$ cat src/rtl/updown_timer_pkg.sv
package updown_timer_pkg;

  typedef enum logic [1:0] {
    MODE_WRAP      = 2'b00,
    MODE_UPDN      = 2'b01,
    MODE_CTC       = 2'b10,
    MODE_WRAP_TOPF = 2'b11
  } wave_mode_e;

  localparam int ADDR_W = 2;

  localparam logic [ADDR_W-1:0] ADDR_COUNT = 2'd0;
  localparam logic [ADDR_W-1:0] ADDR_CMP   = 2'd1;
  localparam logic [ADDR_W-1:0] ADDR_FLAGS = 2'd2;

  localparam int FLAG_OVF_BIT = 0;
  localparam int FLAG_CMP_BIT = 1;

endpackage

$ cat src/rtl/utmr_counter.sv
module utmr_counter
  import updown_timer_pkg::*;
#(
  parameter int CNT_W = 8
) (
  input  logic             clk,
  input  logic             rst_n,
  input  logic             tick,
  input  logic             wr_cnt,
  input  logic [CNT_W-1:0] wdata,
  input  wave_mode_e       mode,
  input  logic             match,
  output logic [CNT_W-1:0] count,
  output logic             ovf_evt,
  output logic             at_top,
  output logic             at_bottom
);

  localparam logic [CNT_W-1:0] MAX_VAL  = '1;
  localparam logic [CNT_W-1:0] ZERO_VAL = '0;
  localparam logic [CNT_W-1:0] ONE_VAL  = CNT_W'(1);

  logic [CNT_W-1:0] cnt_q;
  logic             dir_up_q;
  logic [CNT_W-1:0] nxt_cnt;
  logic             nxt_dir;
  logic             step_now;

  // Direction to use on this tick; only mode 01 ever turns downward.
  function automatic logic step_dir(input wave_mode_e m, input logic [CNT_W-1:0] c,
                                    input logic up);
    if (m != MODE_UPDN) return 1'b1;
    if (c == MAX_VAL)   return 1'b0;
    if (c == ZERO_VAL)  return 1'b1;
    return up;
  endfunction

  function automatic logic [CNT_W-1:0] step_count(input wave_mode_e m,
                                                  input logic [CNT_W-1:0] c,
                                                  input logic up, input logic eq);
    case (m)
      MODE_CTC:  return eq ? ZERO_VAL : c + ONE_VAL;
      MODE_UPDN: return up ? c + ONE_VAL : c - ONE_VAL;
      default:   return c + ONE_VAL;
    endcase
  endfunction

  // Count value on which a tick raises the overflow flag, per mode.
  function automatic logic ovf_hit(input wave_mode_e m, input logic [CNT_W-1:0] c);
    case (m)
      MODE_UPDN:      return c == ZERO_VAL;
      MODE_WRAP_TOPF: return c == MAX_VAL - ONE_VAL;
      default:        return c == MAX_VAL;
    endcase
  endfunction

  assign nxt_dir  = step_dir(mode, cnt_q, dir_up_q);
  assign nxt_cnt  = step_count(mode, cnt_q, nxt_dir, match);
  assign step_now = tick && !wr_cnt;

  always_ff @(posedge clk) begin
    if (!rst_n) begin
      cnt_q    <= ZERO_VAL;
      dir_up_q <= 1'b1;
    end else if (wr_cnt) begin
      cnt_q <= wdata;
    end else if (tick) begin
      cnt_q    <= nxt_cnt;
      dir_up_q <= nxt_dir;
    end
  end

  assign count     = cnt_q;
  assign ovf_evt   = step_now && ovf_hit(mode, cnt_q);
  assign at_top    = (cnt_q == MAX_VAL);
  assign at_bottom = (cnt_q == ZERO_VAL);

  AST_HOLD_NO_TICK: assert property (@(posedge clk) disable iff (!rst_n)
    (!tick && !wr_cnt) |=> $stable(count));

  AST_CPU_WR_WINS: assert property (@(posedge clk) disable iff (!rst_n)
    wr_cnt |=> (count == $past(wdata)));

  AST_WRAP_STEP: assert property (@(posedge clk) disable iff (!rst_n)
    (step_now && mode == MODE_WRAP) |=> (count == $past(count) + ONE_VAL));

  AST_UPDN_TURN: assert property (@(posedge clk) disable iff (!rst_n)
    (step_now && mode == MODE_UPDN && at_top) |=> (count == MAX_VAL - ONE_VAL));

endmodule

$ cat src/rtl/utmr_compare.sv
module utmr_compare #(
  parameter int CNT_W = 8
) (
  input  logic             clk,
  input  logic             rst_n,
  input  logic             tick,
  input  logic             wr_cnt,
  input  logic             wr_cmp,
  input  logic [CNT_W-1:0] wdata,
  input  logic [CNT_W-1:0] count,
  output logic [CNT_W-1:0] cmp_val,
  output logic             match,
  output logic             cmp_set
);

  logic [CNT_W-1:0] cmp_q;
  logic             block_q;

  function automatic logic equal_now(input logic [CNT_W-1:0] a, input logic [CNT_W-1:0] b);
    return a == b;
  endfunction

  always_ff @(posedge clk) begin
    if (!rst_n) begin
      cmp_q <= '0;
    end else if (wr_cmp) begin
      cmp_q <= wdata;
    end
  end

  // A count write arms the block; the next tick consumes it.
  always_ff @(posedge clk) begin
    if (!rst_n) begin
      block_q <= 1'b0;
    end else if (wr_cnt) begin
      block_q <= 1'b1;
    end else if (tick) begin
      block_q <= 1'b0;
    end
  end

  assign cmp_val = cmp_q;
  assign match   = equal_now(count, cmp_q);
  assign cmp_set = tick && match && !block_q;

  AST_WRITE_BLOCKS: assert property (@(posedge clk) disable iff (!rst_n)
    wr_cnt |=> !cmp_set);

endmodule

$ cat src/rtl/utmr_flags.sv
module utmr_flags (
  input  logic clk,
  input  logic rst_n,
  input  logic ovf_set,
  input  logic cmp_set,
  input  logic wr_flags,
  input  logic wr_ovf_bit,
  input  logic wr_cmp_bit,
  input  logic ovf_ack,
  input  logic cmp_ack,
  input  logic cmp_ie,
  input  logic glob_ie,
  output logic ovf_flag,
  output logic cmp_flag,
  output logic cmp_irq
);

  logic ovf_q;
  logic cmp_q;
  logic ovf_clr;
  logic cmp_clr;

  assign ovf_clr = (wr_flags && wr_ovf_bit) || ovf_ack;
  assign cmp_clr = (wr_flags && wr_cmp_bit) || cmp_ack;

  always_ff @(posedge clk) begin
    if (!rst_n) begin
      ovf_q <= 1'b0;
      cmp_q <= 1'b0;
    end else begin
      if (ovf_set)      ovf_q <= 1'b1;
      else if (ovf_clr) ovf_q <= 1'b0;
      if (cmp_set)      cmp_q <= 1'b1;
      else if (cmp_clr) cmp_q <= 1'b0;
    end
  end

  assign ovf_flag = ovf_q;
  assign cmp_flag = cmp_q;
  assign cmp_irq  = cmp_q && cmp_ie && glob_ie;

  AST_CMP_FLAG_SRC: assert property (@(posedge clk) disable iff (!rst_n)
    $rose(cmp_flag) |-> $past(cmp_set));

  AST_ACK_CLEARS: assert property (@(posedge clk) disable iff (!rst_n)
    (cmp_ack && !cmp_set) |=> !cmp_flag);

  AST_SET_BEATS_CLR: assert property (@(posedge clk) disable iff (!rst_n)
    (ovf_set && ovf_clr) |=> ovf_flag);

endmodule

$ cat src/rtl/updown_timer.sv
module updown_timer
  import updown_timer_pkg::*;
#(
  parameter int CNT_W = 8,
  parameter int SEL_W = 3
) (
  input  logic              clk,
  input  logic              rst_n,
  input  logic              tick_en,
  input  logic [SEL_W-1:0]  clk_sel,
  input  logic [1:0]        wave_mode,
  input  logic              cpu_wr,
  input  logic [ADDR_W-1:0] cpu_addr,
  input  logic [CNT_W-1:0]  cpu_wdata,
  output logic [CNT_W-1:0]  cpu_rdata,
  input  logic              cmp_ie,
  input  logic              glob_ie,
  input  logic              ovf_ack,
  input  logic              cmp_ack,
  output logic [CNT_W-1:0]  count_o,
  output logic              at_top,
  output logic              at_bottom,
  output logic              cmp_match,
  output logic              ovf_flag,
  output logic              cmp_flag,
  output logic              cmp_irq
);

  logic             tick;
  logic             wr_cnt;
  logic             wr_cmp;
  logic             wr_flags;
  logic             ovf_evt;
  logic             cmp_set;
  logic [CNT_W-1:0] cmp_val;
  wave_mode_e       mode;

  assign tick     = tick_en && (clk_sel != '0);
  assign wr_cnt   = cpu_wr && (cpu_addr == ADDR_COUNT);
  assign wr_cmp   = cpu_wr && (cpu_addr == ADDR_CMP);
  assign wr_flags = cpu_wr && (cpu_addr == ADDR_FLAGS);
  assign mode     = wave_mode_e'(wave_mode);

  utmr_counter #(.CNT_W(CNT_W)) u_counter (
    .clk       (clk),
    .rst_n     (rst_n),
    .tick      (tick),
    .wr_cnt    (wr_cnt),
    .wdata     (cpu_wdata),
    .mode      (mode),
    .match     (cmp_match),
    .count     (count_o),
    .ovf_evt   (ovf_evt),
    .at_top    (at_top),
    .at_bottom (at_bottom)
  );

  utmr_compare #(.CNT_W(CNT_W)) u_compare (
    .clk     (clk),
    .rst_n   (rst_n),
    .tick    (tick),
    .wr_cnt  (wr_cnt),
    .wr_cmp  (wr_cmp),
    .wdata   (cpu_wdata),
    .count   (count_o),
    .cmp_val (cmp_val),
    .match   (cmp_match),
    .cmp_set (cmp_set)
  );

  utmr_flags u_flags (
    .clk        (clk),
    .rst_n      (rst_n),
    .ovf_set    (ovf_evt),
    .cmp_set    (cmp_set),
    .wr_flags   (wr_flags),
    .wr_ovf_bit (cpu_wdata[FLAG_OVF_BIT]),
    .wr_cmp_bit (cpu_wdata[FLAG_CMP_BIT]),
    .ovf_ack    (ovf_ack),
    .cmp_ack    (cmp_ack),
    .cmp_ie     (cmp_ie),
    .glob_ie    (glob_ie),
    .ovf_flag   (ovf_flag),
    .cmp_flag   (cmp_flag),
    .cmp_irq    (cmp_irq)
  );

  always_comb begin
    cpu_rdata = '0;
    case (cpu_addr)
      ADDR_COUNT: cpu_rdata = count_o;
      ADDR_CMP:   cpu_rdata = cmp_val;
      ADDR_FLAGS: begin
        cpu_rdata[FLAG_OVF_BIT] = ovf_flag;
        cpu_rdata[FLAG_CMP_BIT] = cmp_flag;
      end
      default:    cpu_rdata = '0;
    endcase
  end

  AST_IRQ_GATED: assert property (@(posedge clk) disable iff (!rst_n)
    (cmp_irq |-> (cmp_ie && glob_ie)) and (!cmp_flag |-> !cmp_irq));

endmodule

$ cat config.mk
export PLATFORM = sky130hd
export DESIGN_NAME = updown_timer
export DESIGN_NICKNAME = d
export VERILOG_FILES = /design/src/rtl/updown_timer_pkg.sv /design/src/rtl/utmr_counter.sv /design/src/rtl/utmr_compare.sv /design/src/rtl/utmr_flags.sv /design/src/rtl/updown_timer.sv
export SDC_FILE = /design/constraint.sdc
export NUM_CORES = 1
export LEC_CHECK = 0
export CORE_ASPECT_RATIO = 1.2
export CORE_MARGIN = 5
export CORE_UTILIZATION = 55
export DETAILED_ROUTE_END_ITERATION = 10
export DONT_BUFFER_PORTS = 1
export PLACE_DENSITY = 0.66
export SLEW_MARGIN = 25
export SYNTH_ARGS = -nofsm -noshare
export SYNTH_HDL_FRONTEND = slang
export SYNTH_SLANG_ARGS = --single-unit
$ cat constraint.sdc
create_clock -name clk -period 2.2 [get_ports clk]
set_input_delay 0.22 -clock clk [delete_from_list [all_inputs] [get_ports clk]]
set_output_delay 0.22 -clock clk [all_outputs]
set_load 0.03 [all_outputs]
==> results.sh <==
export IMPL_status="complete, no violations"
export IMPL_setup_viol=0
export IMPL_drive_above_1_share_pct=15.8
export IMPL_syn_nets=237
export IMPL_cts_root_buf="clkbuf_4"
export IMPL_cts_buffers=3
export IMPL_start_util_pct=57.9
export IMPL_yosys_warnings=0
export IMPL_synth_seq_cells=20
export IMPL_post_dp_hpwl_um=3460
export IMPL_p_leak_nw=0.742
export IMPL_yosysMostFrequentCell="dfxtp_1"
export IMPL_startpoint_type="flop"
export IMPL_design_core_area_um2=2810
export IMPL_cp_data_required_time_ns=2.41
export IMPL_grt_max_degree=23
export IMPL_cap_viol_max_count=0
export IMPL_avgSynthCellArea_um2=7.86
export IMPL_power_density_nw_per_um2=587
export IMPL_period_share_pct=93.8
export IMPL_wl_um=4590
export IMPL_slew_viol_final=0
export IMPL_io_buffer_count=0
export IMPL_cpLargestDelayFamily="compound AO/OA/AOI/OAI gates"
export IMPL_grt_pass1_wl_um=7460
export IMPL_fp_dieH_um=69.6
export IMPL_cpMaxStageDelayCell="dfxtp_1"
export IMPL_power_frac_comb_pct=30.7
export IMPL_critPathBufInv=0
export IMPL_antenna_found_initial=0
export IMPL_synth_top_area_share_pct=24.6
export IMPL_period_minus_slack_ns=2.06
export IMPL_path_class="reg -> reg"
export IMPL_p_int_w=0.000694
export IMPL_fillers=255
export IMPL_end_kind="flop"
export IMPL_skew_ns=0.00559
export IMPL_gp_congestion=0.897
export IMPL_ios=45
export IMPL_ant_nets=0
export IMPL_synth_area_top_cells="dfxtp_1 25%, xor2_1 5.9%, ha_1 5.4%"
export IMPL_h_tree_depth=1
export IMPL_clock_power_share_pct=29.7
export IMPL_fin_cells=249
export IMPL_synth_edf_count=0
export IMPL_max_stage_delay_ns=0.51
export IMPL_syn_inst=207
export IMPL_viasPerCell=6.27
export IMPL_switching_share_pct=33.7
export IMPL_postCtsSetupRepairBufs=0
export IMPL_hp_class="in -> reg"
export IMPL_syn_cell_area_um2=1630
export IMPL_vias=1560
export IMPL_power_frac_seq_pct=39.7
export IMPL_tightest_slew_ns=0.569
export IMPL_whs_ns=0.0255
export IMPL_netlist_cell_type_count=48
export IMPL_n_antenna_cell=0
export IMPL_dr_pass1_iters=5
export IMPL_vdd_drop_max_uv=324
export IMPL_clk_insertion_delay_late_ns=0.31
export IMPL_area_delta_synth_final_pct=9.46
export IMPL_first_global_vias=1528
export IMPL_rsz0062_at_grt="no"
export IMPL_fin_util_pct=63.3
export IMPL_ys_top_cells_by_count="20 x dfxtp_1, 19 x nand2_1, 19 x nor2_1"
export IMPL_cp_arrival_ns=2.28
export IMPL_yosysTopAreaCell="dfxtp_1"
export IMPL_dp_cells=244
export IMPL_fmax_ghz=0.485
export IMPL_p_sw_w=0.000352
export IMPL_synth_main_ff_cell="dfxtp_1"
export IMPL_ys_seq_area_share_pct=24.6
export IMPL_worstPathMaxFanout=7
export IMPL_timing_hold_violations_final=0
export IMPL_cts_tree="built"
export IMPL_rows=21
export IMPL_gr_usage_all_layers_pct=22.7
export IMPL_drcViolationCount=0
export IMPL_synthArstFlopShare_pct=0
export IMPL_fp_dieW_um=59.6
export IMPL_dieArea_um2=4150
export IMPL_clockBufferDepth=2
export IMPL_final_nets=246
export IMPL_crit_chain="ha_1, nand3_1, nor2_4, nor2_2, a221o_2, a211oi_2, nor2_1"
export IMPL_clkSinkCount=20
export IMPL_tns_ns=0
export IMPL_routedWlPerCell_um=18.4
export IMPL_cts_clk_slew_worst_paths_ns=0.13
export IMPL_slew_headroom_pct=61.9
export IMPL_grt_overflow_total=0
export IMPL_drt_iter0_markers=82
## layout by cell type (no fill, tap or decap), types with 11 or more instances in the layout
cell type  synthesis  final
buf_4              1     18
nand2_1           19     19
o21ai_0           13     13
dfxtp_1           20     19
nor2_1            19     18
nand3_1           16     16
xor2_1            11     11
## cell type report
type | instances | area, µm² | share of cell area (%)
clock buffer | 3 | 22.5 | 1.26
clock inverter | 1 | 30.0 | 1.69
inverter | 8 | 30.0 | 1.69
multi-input combinational | 164 | 1110 | 62.3
sequential | 20 | 402 | 22.6
tap | 34 | 42.5 | 2.39
timing repair buffer | 19 | 145 | 8.15
## per-layer routing
| layer | vias up | global-route usage (%) | share of wire, % |
|---|---|---|---|
| met2 | 84 | 36.2 | 50 |
| met4 | 0 | 5.42 | 0.96 |
| li1 | 747 | - | - |
| met1 | 725 | 29.9 | 39 |
| met3 | 4 | 5.77 | 11 |
| met5 | - | 0 | 0 |
## power by group through the flow
| stage | registers [W] | clock network (W) | logic (W) |
|---|---|---|---|
| floorplan | 0.000429 | 0 | 0.000253 |
| global placement | 0.000421 | 0 | 0.000319 |
| detailed placement | 0.000423 | 0 | 0.000317 |
| CTS | 0.000414 | 0.000312 | 0.000321 |
| global route | 0.000419 | 0.000327 | 0.000347 |
| finish | 0.000415 | 0.000310 | 0.000321 |
## path summary, 6_finish.rpt
check / slack (ns) / cells past startpoint / to / start
min reg2reg: 0.50 / 2 / u_compare.cmp_val[7] / u_compare.cmp_val[7]
max reg2reg: 0.14 / 7 / u_counter.count[1] / u_counter.count[1]
max: 0.14 / 7 / u_counter.count[1] / u_counter.count[1]
min: 0.03 / 1 / u_flags.cmp_flag / rst_n
## cell families after synthesis
kind of cell	synth area share, %
flops	24.6
buf+inv	7.69
compound gates	21.2
mux	5.62
simple gates	24.8
xor+xnor	10.7
fa+ha+maj	5.38
## through the flow
stage	area (µm²)	setup WS [ns]	total power, W
2_1_floorplan	1630	0.0694	0.000682
3_3_place_gp	1720	0.151	0.000740
3_5_place_dp	1720	0.151	0.000739
4_1_cts	1780	0.127	0.00105
5_1_grt	1780	0.0228	0.00109
6_report	1780	0.136	0.00105
## sequential cells by signal (all words and copies together) (netlist names)
name                cells
u_compare.block_q       1
u_compare.cmp_val       8
u_counter.count         8
u_counter.dir_up_q      1
u_flags.cmp_flag        1
u_flags.ovf_flag        1
## what timing repair did
action | CTS | global route
setup endpoints to repair | 0 | 1
endpoints found under the hold margin | 1 | 0
hold buffers | 1 | 0
resized for setup | 0 | 1
No activity file was read; power rests on OpenSTA's default activity.
